`config.mk`:
```
export PLATFORM = sky130hd
export DESIGN_NAME = pgwalk_top
export DESIGN_NICKNAME = d
export VERILOG_FILES = /design/src/rtl/pgwalk_pkg.sv /design/src/rtl/pgwalk_ctrl.sv /design/src/rtl/pgwalk_dpath.sv /design/src/rtl/pgwalk_top.sv
export SDC_FILE = /design/constraint.sdc
export NUM_CORES = 1
export LEC_CHECK = 0
export BUFFER_PORTS_ARGS = -buffer_cell sky130_fd_sc_hd__buf_2
export CORE_ASPECT_RATIO = 0.9
export CORE_MARGIN = 10
export CORE_UTILIZATION = 40
export DETAILED_ROUTE_END_ITERATION = 7
export HOLD_SLACK_MARGIN = 0.1
export PLACE_DENSITY = 0.69
export SETUP_SLACK_MARGIN = 0.05
export SYNTH_ARGS = -nofsm -noshare
export SYNTH_HDL_FRONTEND = slang
export SYNTH_SLANG_ARGS = --single-unit
```
`constraint.sdc`:
```
create_clock -name clk -period 3.6 [get_ports clk]
set_clock_uncertainty 0.15 [all_clocks]
set_input_delay 0.54 -clock clk [delete_from_list [all_inputs] [get_ports clk]]
set_output_delay 0.54 -clock clk [all_outputs]
set_load 0.005 [all_outputs]
```
`src/rtl/pgwalk_pkg.sv`:
```
package pgwalk_pkg;
  localparam int VA_W   = 32;
  localparam int PA_W   = 30;
  localparam int OFF_W  = 12;
  localparam int IDX_W  = 10;
  localparam int PTE_W  = 32;
  localparam int PPN_W  = PA_W - OFF_W;
  localparam int HI_LSB = OFF_W + IDX_W;
  localparam int PPN_LSB = PTE_W - PPN_W;
  localparam int RIGHTS_W = 3;

  typedef enum logic [1:0] {
    RES_OK    = 2'd0,
    RES_FAULT = 2'd1,
    RES_VIOL  = 2'd2
  } resKind_e;

  typedef enum logic [1:0] {
    ACC_READ  = 2'd0,
    ACC_WRITE = 2'd1,
    ACC_EXEC  = 2'd2
  } access_e;

  typedef enum logic [2:0] {
    ST_IDLE, ST_L1_REQ, ST_L1_WAIT, ST_L2_REQ, ST_L2_WAIT, ST_DONE
  } walkState_e;

  typedef struct packed {
    logic takeReq;
    logic takeDir;
    logic takeLeaf;
  } walkStrobe_t;
endpackage

```
`src/rtl/pgwalk_ctrl.sv`:
```
module pgwalk_ctrl
  import pgwalk_pkg::*;
(
  input  logic        clk,
  input  logic        rstN,
  input  logic        reqValid,
  input  logic        memReqReady,
  input  logic        memRspValid,
  input  logic        entryValid,
  output logic        reqReady,
  output logic        memReqValid,
  output logic        done,
  output walkStrobe_t strobe
);
  walkState_e stateQ, stateD;

  always_ff @(posedge clk or negedge rstN) begin
    if (!rstN) stateQ <= ST_IDLE;
    else       stateQ <= stateD;
  end

  always_comb begin
    stateD      = stateQ;
    strobe      = '0;
    reqReady    = 1'b0;
    memReqValid = 1'b0;
    done        = 1'b0;
    unique case (stateQ)
      ST_IDLE: begin
        reqReady = 1'b1;
        if (reqValid) begin
          strobe.takeReq = 1'b1;
          stateD = ST_L1_REQ;
        end
      end
      ST_L1_REQ: begin
        memReqValid = 1'b1;
        if (memReqReady) stateD = ST_L1_WAIT;
      end
      ST_L1_WAIT: begin
        if (memRspValid) begin
          strobe.takeDir = 1'b1;
          stateD = entryValid ? ST_L2_REQ : ST_DONE;
        end
      end
      ST_L2_REQ: begin
        memReqValid = 1'b1;
        if (memReqReady) stateD = ST_L2_WAIT;
      end
      ST_L2_WAIT: begin
        if (memRspValid) begin
          strobe.takeLeaf = 1'b1;
          stateD = ST_DONE;
        end
      end
      ST_DONE: begin
        done   = 1'b1;
        stateD = ST_IDLE;
      end
      default: stateD = ST_IDLE;
    endcase
  end
endmodule

```
`src/rtl/pgwalk_dpath.sv`:
```
module pgwalk_dpath
  import pgwalk_pkg::*;
(
  input  logic                clk,
  input  logic                rstN,
  input  walkStrobe_t         strobe,
  input  logic [PA_W-1:0]     tableBase,
  input  logic [VA_W-1:0]     reqVaddr,
  input  logic [1:0]          reqAccess,
  input  logic [PTE_W-1:0]    memRspData,
  output logic                entryValid,
  output logic [PA_W-1:0]     memReqAddr,
  output logic [1:0]          resultKind,
  output logic [PPN_W-1:0]    resultPpn,
  output logic [PA_W-1:0]     resultPaddr,
  output logic [RIGHTS_W-1:0] resultRights
);
  localparam int PAD_W = PA_W - IDX_W - 2;

  logic [PA_W-1:0]     addrQ;
  logic [IDX_W-1:0]    loIdxQ;
  logic [OFF_W-1:0]    offQ;
  logic [1:0]          accQ;
  resKind_e            kindQ;
  logic [PPN_W-1:0]    ppnQ;
  logic [RIGHTS_W-1:0] rightsQ;

  logic [RIGHTS_W-1:0] entRights;
  logic [PPN_W-1:0]    entPpn;
  logic                permit;

  assign entryValid = memRspData[0];
  assign entRights  = memRspData[RIGHTS_W:1];
  assign entPpn     = memRspData[PTE_W-1:PPN_LSB];

  always_comb begin
    unique case (accQ)
      ACC_READ:  permit = entRights[0];
      ACC_WRITE: permit = entRights[1];
      ACC_EXEC:  permit = entRights[2];
      default:   permit = 1'b0;
    endcase
  end

  always_ff @(posedge clk or negedge rstN) begin
    if (!rstN) begin
      addrQ   <= '0;
      loIdxQ  <= '0;
      offQ    <= '0;
      accQ    <= '0;
      kindQ   <= RES_OK;
      ppnQ    <= '0;
      rightsQ <= '0;
    end else begin
      if (strobe.takeReq) begin
        addrQ  <= tableBase + {{PAD_W{1'b0}}, reqVaddr[VA_W-1:HI_LSB], 2'b00};
        loIdxQ <= reqVaddr[HI_LSB-1:OFF_W];
        offQ   <= reqVaddr[OFF_W-1:0];
        accQ   <= reqAccess;
      end
      if (strobe.takeDir) begin
        if (!entryValid) begin
          kindQ   <= RES_FAULT;
          ppnQ    <= '0;
          rightsQ <= '0;
        end else begin
          addrQ <= {entPpn, {OFF_W{1'b0}}} + {{PAD_W{1'b0}}, loIdxQ, 2'b00};
        end
      end
      if (strobe.takeLeaf) begin
        if (!entryValid) begin
          kindQ   <= RES_FAULT;
          ppnQ    <= '0;
          rightsQ <= '0;
        end else if (!permit) begin
          kindQ   <= RES_VIOL;
          ppnQ    <= '0;
          rightsQ <= entRights;
        end else begin
          kindQ   <= RES_OK;
          ppnQ    <= entPpn;
          rightsQ <= entRights;
        end
      end
    end
  end

  assign memReqAddr   = addrQ;
  assign resultKind   = kindQ;
  assign resultPpn    = ppnQ;
  assign resultPaddr  = {ppnQ, offQ};
  assign resultRights = rightsQ;
endmodule

```
`src/rtl/pgwalk_top.sv`:
```
module pgwalk_top
  import pgwalk_pkg::*;
(
  input  logic                clk,
  input  logic                rstN,
  input  logic [PA_W-1:0]     tableBase,
  input  logic                reqValid,
  output logic                reqReady,
  input  logic [VA_W-1:0]     reqVaddr,
  input  logic [1:0]          reqAccess,
  output logic                memReqValid,
  input  logic                memReqReady,
  output logic [PA_W-1:0]     memReqAddr,
  input  logic                memRspValid,
  input  logic [PTE_W-1:0]    memRspData,
  output logic                done,
  output logic [1:0]          resultKind,
  output logic [PPN_W-1:0]    resultPpn,
  output logic [PA_W-1:0]     resultPaddr,
  output logic [RIGHTS_W-1:0] resultRights
);
  walkStrobe_t strobe;
  logic        entryValid;

  pgwalk_ctrl i_ctrl (
    .clk(clk), .rstN(rstN), .reqValid(reqValid), .memReqReady(memReqReady),
    .memRspValid(memRspValid), .entryValid(entryValid), .reqReady(reqReady),
    .memReqValid(memReqValid), .done(done), .strobe(strobe)
  );

  pgwalk_dpath i_dpath (
    .clk(clk), .rstN(rstN), .strobe(strobe), .tableBase(tableBase),
    .reqVaddr(reqVaddr), .reqAccess(reqAccess), .memRspData(memRspData),
    .entryValid(entryValid), .memReqAddr(memReqAddr), .resultKind(resultKind),
    .resultPpn(resultPpn), .resultPaddr(resultPaddr), .resultRights(resultRights)
  );
endmodule

```
==> impl_metrics.yaml <==
placement:
  port-buffer-count: 176
  gp_congestion: 0.8254
  dp_hpwl_um: 10440
  numPlacedInstances: 729
cts:
  cts_tree: "done"
  cts_htree_levels: 3
  clockBufferDepth: 2
  cts.reportedPaths.clkPinSlew_ns: 0.06
  clock_insertion_delay_worst_skew_ns: 0.33
  post_cts_hold_buffer_count: 0
  cts_made_buffers: 9
  cts-root-buf: "sky130_fd_sc_hd__clkbuf_16"
  ctsResizeCount: 0
  numClockSinks: 80
  postCtsSetupRepairBufs: 0
synthesis:
  synth-warning-count: 0
  netlist-cell-type-count: 55
  synthArstFlopShare_pct: 100.0
  synth_enable_flop_cells: 0
  syn_avg_cell_area_um2: 9.303
  synthesis.instances: 462
  dominantRegCellSynth: "sky130_fd_sc_hd__dfrtp_1"
  synth_net_count: 574
  synth_seq_area_share_pct: 46.58
  postSynthRegisterBits: 80
  mappedNetlistArea_mm2: 0.004298
timing:
  hold_viol: 0
  layout_worst_path_cycle_share_pct: 73.19
  setup-tns-final_ns: 0
  fmax_mhz: 379.5
  fin_worst_hold_slack_ns: 0.2398
  maxSlewViolCount: 0
  report.final.setup_viol: 0
  rsz_0062_raised_after_global_routing: "no"
  post-route-min-period_ns: 2.635
  timing_worst_slew_pin_value_ns: 1.013
  maxSlewHeadroom_pct: 32.48
route:
  firstDrtPassIters: 4
  postRouteAntennaNets: 0
  drc: 0
  via_per_inst: 5.355
  detail_routed_net_length_per_standard_cell_um: 18.39
  drt-total-wl_um: 13690
  num_vias: 3984
  initialDrtViolationCount: 272
layout:
  area_growth_pct: 25.41
  ff_latch_area_mm2: 0.002002
  antennaDiodeCount: 0
  drive_above_1_share_pct: 33.98
  final-instance-count-excl-fill: 744
  net_total_in_the_final_layout: 723
  n_fill_cell: 999
  footprint_of_the_multi_input_gates_mm2: 0.002008
worst_setup_path:
  ff2ff_setup_slack_ns: 1.16
  critPathCaptureType: "flip-flop"
  critical-path-slowest-cell: "sky130_fd_sc_hd__fa_1"
  cp_cell_sequence: "buf_2, ha_1, inv_1, fa_1, and2b_1, o2111ai_1, a21o_1, a211oi_1, mux2i_1, a221o_1"
  cp_num_cells: 10
  timing.critical_path.slowest_cell_delay_ns: 0.38
  critPathBufInv: 2
  start_of_the_worst_register_to_register_path: "i_ctrl.stateQ[1]"
  cpLargestDelayFamily: "compound AO/OA/AOI/OAI gates"
  timing_worst_setup_path_type: "input pin to flip-flop"
  depth_of_the_worst_register_to_register_path: 4
  rr_endpoint: "i_dpath.memReqAddr[26]"
  critPathLaunch: "tableBase[2]"
  worst_setup_path_start_kind: "input pin"
  worst_ep_required_time_ns: 3.67
  worst_path_arrival_time_ns: 2.70
  setup.worst_path.end: "i_dpath.memReqAddr[26]"
  cp_max_fanout: 8
job:
  maxCapViolCount: 0
global_routing:
  grt_util_all_layers_pct: 17.36
  first_global_vias: 4142
  global_route_wire_length_before_repair_um: 21490
  grt_antenna_before_repair: 1
  grt_max_degree: 81
  grt_overflow_total: 0
floorplan:
  core_mm2: 0.01038
  die-area_mm2: 0.01530
  floorplan.io_pins: 187
  die_w_um: 129.3
  placementRows: 35
  die_ht_um: 118.3
  floorplan.initialDensity_pct: 41.41
power_and_ir_drop:
  cellPowerDensity_mw_per_mm2: 704.1
  peakVddDrop_v: 0.0003404
  p_leak_nw: 2.781
  post-layout-total-power_mw: 3.795
run_status:
  status: "completed"
worst_hold_path:
  hold_class: "input pin to async pin"
## worst reg2reg max path, cell delays in order, from the launching register on
cell and delay [ns]:
sky130_fd_sc_hd__dfrtp_1 0.51, sky130_fd_sc_hd__nor3_1 0.36, sky130_fd_sc_hd__and2_2 0.61, sky130_fd_sc_hd__nor2_2 0.33, sky130_fd_sc_hd__a221o_1 0.37
## layout make-up
| class | instances | area share (%) |
|---|---|---|
| timing repair buffer | 179 | 16.81 |
| sequential | 80 | 37.14 |
| tap | 129 | 2.994 |
| clock inverter | 5 | 0.6500 |
| multi-input combinational | 328 | 37.26 |
| inverter | 13 | 0.9053 |
| clock buffer | 10 | 4.248 |
## registers in the layout, indices dropped and copies added (netlist names)
register,flops
i_dpath.loIdxQ,10
i_dpath.resultRights,3
i_dpath.memReqAddr,30
i_dpath.resultKind,2
i_dpath.accQ,2
i_dpath.resultPpn,18
i_ctrl.stateQ,3
i_dpath.offQ,12
## cells in the mapped netlist (4+ instances only)
cell type / count / area share [%]
sky130_fd_sc_hd__nand3_1: 10 / 1.2
sky130_fd_sc_hd__buf_4: 18 / 3.1
sky130_fd_sc_hd__a21o_1: 6 / 1.0
sky130_fd_sc_hd__a31oi_1: 6 / 0.87
sky130_fd_sc_hd__o22ai_1: 4 / 0.58
sky130_fd_sc_hd__inv_1: 11 / 0.96
sky130_fd_sc_hd__nand2_1: 101 / 8.8
sky130_fd_sc_hd__a22o_1: 22 / 4.5
sky130_fd_sc_hd__dfrtp_1: 80 / 47
sky130_fd_sc_hd__xor2_1: 5 / 1.0
sky130_fd_sc_hd__nor2_1: 30 / 2.6
sky130_fd_sc_hd__a21oi_1: 26 / 3.0
sky130_fd_sc_hd__nor3_1: 7 / 0.82
sky130_fd_sc_hd__o21ai_0: 6 / 0.70
sky130_fd_sc_hd__a22oi_1: 11 / 1.9
sky130_fd_sc_hd__a211oi_1: 6 / 1.0
sky130_fd_sc_hd__a32o_1: 5 / 1.2
sky130_fd_sc_hd__buf_2: 11 / 1.3
sky130_fd_sc_hd__ha_1: 10 / 2.9
sky130_fd_sc_hd__clkbuf_1: 10 / 0.87
sky130_fd_sc_hd__xnor2_1: 10 / 2.0
sky130_fd_sc_hd__mux2i_1: 8 / 1.9
sky130_fd_sc_hd__o21ai_1: 13 / 1.5
## placed cells by master, fill, tap and decap left out, types with 2 or more instances in the layout
cell and count:
sky130_fd_sc_hd__buf_2 175, sky130_fd_sc_hd__nand2_1 100, sky130_fd_sc_hd__dfrtp_1 80, sky130_fd_sc_hd__nor2_1 30, sky130_fd_sc_hd__a21oi_1 26, sky130_fd_sc_hd__a22o_1 22
sky130_fd_sc_hd__o21ai_1 13, sky130_fd_sc_hd__inv_1 11, sky130_fd_sc_hd__a22oi_1 11, sky130_fd_sc_hd__nand3_1 10, sky130_fd_sc_hd__xnor2_1 10, sky130_fd_sc_hd__ha_1 10
sky130_fd_sc_hd__clkbuf_16 9, sky130_fd_sc_hd__mux2i_1 8, sky130_fd_sc_hd__nor3_1 7, sky130_fd_sc_hd__a21o_1 6, sky130_fd_sc_hd__a211oi_1 6, sky130_fd_sc_hd__a31oi_1 6
sky130_fd_sc_hd__o21ai_0 6, sky130_fd_sc_hd__a32o_1 5, sky130_fd_sc_hd__xor2_1 5, sky130_fd_sc_hd__o22ai_1 4, sky130_fd_sc_hd__clkinvlp_4 4, sky130_fd_sc_hd__buf_4 4
sky130_fd_sc_hd__nand4_1 3, sky130_fd_sc_hd__nand2b_1 3, sky130_fd_sc_hd__or3_1 3, sky130_fd_sc_hd__and3_1 2, sky130_fd_sc_hd__nor2_2 2, sky130_fd_sc_hd__a211oi_2 2
sky130_fd_sc_hd__a221o_1 2, sky130_fd_sc_hd__a2111oi_2 2, sky130_fd_sc_hd__nor2b_1 2, sky130_fd_sc_hd__inv_2 2
## routing by layer
layer / track usage [%] / wire (um) / vias to the layer above
li1: - / - / 1905
met2: 27.69 / 6228 / 180
met1: 20.75 / 5489 / 1880
met5: 0 / 13 / -
met4: 4.332 / 159 / 2
met3: 7.909 / 1793 / 17
## stage by stage
| step | utilization [%] | area, um^2 | setup WS (ns) |
|---|---|---|---|
| after floorplan | - | 4298 | 1.009 |
| after global placement | 49.39 | 5126 | 0.7079 |
| after detailed placement | 49.39 | 5126 | 0.6648 |
| after CTS | 51.93 | 5390 | 1.006 |
| after global routing | 51.93 | 5390 | 0.8656 |
| final | 51.93 | 5390 | 0.9651 |
## worst min path at each step
stage                    start                      end  cells after the start
2_1_floorplan             rstN         i_ctrl.stateQ[0]                      0
3_3_place_gp   i_dpath.offQ[1]          i_dpath.offQ[1]                      2
3_5_place_dp   i_dpath.offQ[4]          i_dpath.offQ[4]                      2
4_1_cts            reqVaddr[1]          i_dpath.offQ[1]                      3
5_1_grt           reqVaddr[17]        i_dpath.loIdxQ[5]                      3
6_report                  rstN  i_dpath.resultRights[1]                      1
## cells by family (layout without fill, tap and decap cells)
logic type / Yosys count / count (layout) / share of synthesized area (%)
multiplexers: 8 / 8 / 1.863
buffers and inverters: 54 / 207 / 6.783
flip-flops: 80 / 80 / 46.58
AND/OR/NAND/NOR: 170 / 170 / 16.86
AO/OA/AOI/OAI: 124 / 124 / 21.48
adder cells (fa/ha/maj): 11 / 11 / 3.377
XOR/XNOR: 15 / 15 / 3.057
## power by group
part	total (mW)	switching, mW	internal [mW]
combinational	1.45	0.789	0.661
sequential	1.52	0.241	1.28
clock	0.823	0.362	0.462
No activity file was read; power rests on OpenSTA's default activity.
